**src/rtl/kbd_pkg.sv**
```systemverilog
package kbd_pkg;
  parameter int BUS_W  = 16;
  parameter int CHAR_W = 8;
  parameter int RDY_POS = 15;
  parameter int IE_POS  = 14;

  typedef enum logic {
    SEL_STATUS = 1'b0,
    SEL_DATA   = 1'b1
  } kbd_sel_e;
endpackage

```
**src/rtl/kbd_capture.sv**
```systemverilog
module kbd_capture #(
  parameter int CHAR_W = 8
) (
  input  logic              clk,
  input  logic              rst,
  input  logic              key_stb,
  input  logic [CHAR_W-1:0] key_code,
  input  logic              take,
  output logic              rdy,
  output logic              rdy_nx,
  output logic [CHAR_W-1:0] char_q
);
  logic accept;

  always_comb begin
    accept = key_stb && !rdy && !take;
    if (take)        rdy_nx = 1'b0;
    else if (accept) rdy_nx = 1'b1;
    else             rdy_nx = rdy;
  end

  always_ff @(posedge clk) begin
    if (rst) begin
      rdy    <= 1'b0;
      char_q <= '0;
    end else begin
      rdy <= rdy_nx;
      if (accept) char_q <= key_code;
    end
  end
endmodule

```
**src/rtl/kbd_ctrl_bit.sv**
```systemverilog
module kbd_ctrl_bit #(
  parameter int BUS_W  = 16,
  parameter int IE_POS = 14
) (
  input  logic             clk,
  input  logic             rst,
  input  logic             wr_stat,
  input  logic [BUS_W-1:0] wr_data,
  output logic             ie,
  output logic             ie_nx
);
  always_comb ie_nx = wr_stat ? wr_data[IE_POS] : ie;

  always_ff @(posedge clk) begin
    if (rst) ie <= 1'b0;
    else     ie <= ie_nx;
  end
endmodule

```
**src/rtl/kbd_readmux.sv**
```systemverilog
module kbd_readmux
  import kbd_pkg::*;
#(
  parameter int BUS_W   = 16,
  parameter int CHAR_W  = 8,
  parameter int RDY_POS = 15,
  parameter int IE_POS  = 14
) (
  input  logic              clk,
  input  logic              rst,
  input  logic              rd_en,
  input  kbd_sel_e          sel,
  input  logic              rdy,
  input  logic              ie,
  input  logic [CHAR_W-1:0] char_q,
  output logic [BUS_W-1:0]  rd_data
);
  localparam int PAD_W = BUS_W - CHAR_W;
  logic [BUS_W-1:0] stat_w, data_w, pick;

  always_comb begin
    stat_w          = '0;
    stat_w[RDY_POS] = rdy;
    stat_w[IE_POS]  = ie;
    data_w          = {{PAD_W{1'b0}}, char_q};
    pick            = (sel == SEL_DATA) ? data_w : stat_w;
  end

  always_ff @(posedge clk) begin
    if (rst)        rd_data <= '0;
    else if (rd_en) rd_data <= pick;
  end
endmodule

```
**src/rtl/kbd_regs.sv**
```systemverilog
module kbd_regs
  import kbd_pkg::*;
#(
  parameter int BUS_W   = kbd_pkg::BUS_W,
  parameter int CHAR_W  = kbd_pkg::CHAR_W,
  parameter int RDY_POS = kbd_pkg::RDY_POS,
  parameter int IE_POS  = kbd_pkg::IE_POS
) (
  input  logic              clk,
  input  logic              rst,
  input  logic              key_stb,
  input  logic [CHAR_W-1:0] key_code,
  input  logic              reg_sel,
  input  logic              rd_en,
  input  logic              wr_en,
  input  logic [BUS_W-1:0]  wr_data,
  output logic [BUS_W-1:0]  rd_data,
  output logic              irq
);
  kbd_sel_e          sel;
  logic              take, wr_stat;
  logic              rdy, rdy_nx, ie, ie_nx;
  logic [CHAR_W-1:0] char_q;

  always_comb begin
    sel     = kbd_sel_e'(reg_sel);
    take    = rd_en && (sel == SEL_DATA);
    wr_stat = wr_en && (sel == SEL_STATUS);
  end

  kbd_capture #(.CHAR_W(CHAR_W)) u_cap (
    .clk(clk), .rst(rst), .key_stb(key_stb), .key_code(key_code),
    .take(take), .rdy(rdy), .rdy_nx(rdy_nx), .char_q(char_q)
  );

  kbd_ctrl_bit #(.BUS_W(BUS_W), .IE_POS(IE_POS)) u_ctl (
    .clk(clk), .rst(rst), .wr_stat(wr_stat), .wr_data(wr_data),
    .ie(ie), .ie_nx(ie_nx)
  );

  kbd_readmux #(.BUS_W(BUS_W), .CHAR_W(CHAR_W), .RDY_POS(RDY_POS), .IE_POS(IE_POS)) u_rmx (
    .clk(clk), .rst(rst), .rd_en(rd_en), .sel(sel), .rdy(rdy), .ie(ie),
    .char_q(char_q), .rd_data(rd_data)
  );

  always_ff @(posedge clk) begin
    if (rst) irq <= 1'b0;
    else     irq <= rdy_nx && ie_nx;
  end
endmodule

```
**config.mk**
```make
export PLATFORM = sky130hd
export DESIGN_NAME = kbd_regs
export DESIGN_NICKNAME = d
export VERILOG_FILES = /design/src/rtl/kbd_pkg.sv /design/src/rtl/kbd_capture.sv /design/src/rtl/kbd_ctrl_bit.sv /design/src/rtl/kbd_readmux.sv /design/src/rtl/kbd_regs.sv
export SDC_FILE = /design/constraint.sdc
export NUM_CORES = 1
export LEC_CHECK = 0
export BUFFER_PORTS_ARGS = -buffer_cell sky130_fd_sc_hd__buf_2
export CAP_MARGIN = 30
export CORE_MARGIN = 2
export CORE_UTILIZATION = 40
export CTS_CLUSTER_DIAMETER = 200
export CTS_CLUSTER_SIZE = 12
export DETAILED_ROUTE_END_ITERATION = 12
export PLACE_DENSITY = 0.72
export REMOVE_ABC_BUFFERS = 1
export SETUP_SLACK_MARGIN = 0.1
export SLEW_MARGIN = 20
export SYNTH_ARGS = -nofsm -noshare
export SYNTH_HDL_FRONTEND = slang
export SYNTH_SLANG_ARGS = --single-unit
```
**constraint.sdc**
```tcl
create_clock -name clk -period 2.49 [get_ports clk]
set_input_delay 0.1245 -clock clk [delete_from_list [all_inputs] [get_ports clk]]
set_output_delay 0.1245 -clock clk [all_outputs]
set_load 0.01 [all_outputs]
```
==> results.md <==
* Crit share post-route at 48.6%
* Status: completed
* Worst path top cell family by delay: simple AND/OR/NAND/NOR gates
* Setup TNS at 0 ns
* Worst path depth at 2
* Via count at 707
* Pwr Density at 565 nW/µm²
* Initial antenna violation count at 0
* Total grt overflow at 0
* Tightest Pin Transition at 0.520 ns
* Synthesis Warnings at 0
* Antenna cells at 0
* Fmax at 0.827 GHz
* DP Wirelength at 1110 µm
* Die span in y at 51.9 µm
* # setup viols final at 0
* Worst Path Required at 2.72 ns
* Logic pwr share at 11.6%
* Capture point of the worst path: u_cap.char_q[6]$_SDFFE_PP0P_
* Pins over their slew limit at 0
* Layout cell share with drive strength beyond 1 at 25.2%
* Critical Path Start: u_cap.rdy$_SDFF_PP0_
* # Max-Cap Violations at 0
* H-tree levels at 1
* RR Startpoint: u_cap.rdy$_SDFF_PP0_
* CP Max Fanout at 8
* Fin nets at 150
* First-pass GRT wire length at 2660 µm
* Largest net degree at the start of global routing at 30
* Net Switching at 143 µW
* Lkg Pwr at 0.000451 µW
* Tmin final at 1.21 ns
* Max incr delay on CP at 0.54 ns
* Clock power share at 27.4%
* DR WL/cell at 10.9 µm
* Mapped Avg Cell Area at 9.37 µm²
* Synth Instances at 98
* Layout area overhead at 12.3%
* Peak supply drop at 0.239 mV
* Sequential power share at 61.1%
* Die area at 2700 µm²
* Worst Hold Class: in -> reg
* Cell Int Power at 440 µW
* Reg area at 420 µm²
* Crit. End Element: register
* CTS tree: built
* DR DRC count at 0
* DRT Wirelength at 1610 µm
* Initial core utilization at 41.9%
* Vias in the first global route at 669
* Vias per cell at 4.81
* Total Routing Usage GR at 13.5%
* Sw frac at 24.5%
* Clock Sink Count at 21
* Worst Skew at 0.000807 ns
* Headroom to the max-slew limit at 65.3%
* ANT nets after route at 0
* Pwr Total at 583 µW
* Synthesis-stage register bit count at 21
* GP Congestion at 0.638
* Iteration-0 DRC Markers at 4
* Crit path buf inv count at 0
* Crit path DAT at 1.44 ns
* Post CTS Setup Buffer Count at 0
* Post-CTS Resized at 0
* Worst-skew pair later-pin latency at 0.30 ns
* Crit-path cells: and3b_1, mux2i_1
* CP max stage cell: and3b_1
* Worst setup SP type: register
* Boundary Pins at 47
* Worst r2r dst: u_cap.char_q[6]$_SDFFE_PP0P_
* Synthesized cell area at 918 µm²
* CP Class: reg -> reg
* R2R Setup Slk at 1.28 ns
* Area of the multi-input gates at 423 µm²
* Clock transition at path regs at 0.11 ns
* Clock root buffer: clkbuf_4
* DRT Pass-1 Iters at 2
* Cell variety after synth at 17
* Largest buffer count on any clock path at 2
* Number of CTS-inserted buffers at 3
* Filler cell count at 223
* # rows at 17
* PortBufs at 25
* Final hold viol count at 0
* Seq/Total Area, Yosys at 45.8%
* RSZ-0062 raised after global routing: no
* Core area at 2190 µm²
* Die X at 51.9 µm
* R2R cell count at 2
* CTS Hold Bufs at 0
## worst min-delay path by stage
| stage | cells past startpoint | to | slack [ns] | start |
|---|---|---|---|---|
| detailed placement | 3 | u_cap.char_q[6]$_SDFFE_PP0P_ | 0.39 | key_code[6] |
| CTS | 3 | u_cap.char_q[3]$_SDFFE_PP0P_ | 0.06 | key_code[3] |
| floorplan | 1 | u_rmx.rd_data[0]$_SDFFE_PP0P_ | 0.19 | rst |
| global route | 3 | u_cap.char_q[7]$_SDFFE_PP0P_ | 0.07 | key_code[7] |
| finish | 3 | u_cap.char_q[3]$_SDFFE_PP0P_ | 0.07 | key_code[3] |
| global placement | 3 | u_cap.char_q[0]$_SDFFE_PP0P_ | 0.39 | key_code[0] |
## power groups by stage
stage	combinational (µW)	clock, µW	sequential (µW)
after floorplan	35.8	0	364
after global placement	65.6	0	363
after detailed placement	67.5	0	364
after CTS	68.4	165	356
after global routing	74.8	178	358
final	67.5	160	356
## layer usage
layer	global-route usage [%]	vias up	share of wire [%]
met5	0	-	0
met4	9.21	0	2.3
met3	2.30	4	5.2
met2	25.9	20	49
met1	12.6	330	43
li1	-	353	-
## metrics by stage
stage / instance area [µm²] / hold WS (ns) / std cells / utilization (%) / setup slack [ns]
floorplan: 843 / 0.194 / 90 / - / 1.48
global placement: 1000 / 0.387 / 143 / 45.8 / 1.27
detailed placement: 1000 / 0.395 / 143 / 45.8 / 1.23
CTS: 1030 / 0.0639 / 147 / 47.1 / 1.23
global route: 1030 / 0.0674 / 147 / 47.1 / 1.22
finish: 1030 / 0.0697 / 147 / 47.1 / 1.28
## cells in the mapped netlist
library cell / instances / area [µm²]
clkbuf_1: 1 / 3.75
buf_4: 7 / 52.6
buf_2: 3 / 15.0
nor2_1: 4 / 15.0
and3b_1: 1 / 8.76
conb_1: 1 / 3.75
nor3_1: 1 / 5.00
mux2i_1: 9 / 90.1
o21ai_0: 1 / 5.00
dfxtp_1: 21 / 420
nor2b_1: 3 / 18.8
nand3_1: 8 / 40.0
a21oi_1: 10 / 50.1
buf_6: 2 / 22.5
nand2_1: 1 / 3.75
nand2b_4: 1 / 13.8
nand2b_1: 24 / 150
## flip-flops by register name, summed over array words and instances, names as in the netlist
name,count
u_rmx.rd_data,10
u_cap.char_q,8
irq,1
u_cap.rdy,1
u_ctl.ie,1
## worst register-to-register path: stages, from the launching register on
cell,delay [ns]
dfxtp_1,0.33
and3b_1,0.54
mux2i_1,0.27
## cells by family (layout without fill, tap and decap cells)
family | after synthesis | in the layout | share of synthesized area [%]
AND/OR/NAND/NOR | 43 | 43 | 27.8
flip-flops | 21 | 21 | 45.8
buffers and inverters | 13 | 29 | 10.2
AO/OA/AOI/OAI | 11 | 11 | 5.99
multiplexers | 9 | 9 | 9.81
other | 1 | 6 | 0.408
## layout by cell type, fill, tap and decap left out
master    instances
nor2_1            4
clkbuf_4          3
nand3_1           8
conb_1            6
dfxtp_1          21
nand2b_4          1
mux2i_1           9
nor2b_1           3
nor3_1            1
o21ai_0           1
a21oi_1          10
nand2b_1         24
buf_2            25
and3b_1           1
nand2_1           1
clkinv_2          1
## final cells by class
| cell class | instances | area share [%] |
|---|---|---|
| flip-flops and latches | 21 | 40.8 |
| clock inverters | 1 | 0.485 |
| well taps | 28 | 3.40 |
| repair buffers | 25 | 12.1 |
| multi-input cells | 69 | 41.0 |
| clock buffers | 3 | 2.18 |
Note: power is estimated with default switching activity, not from simulation.
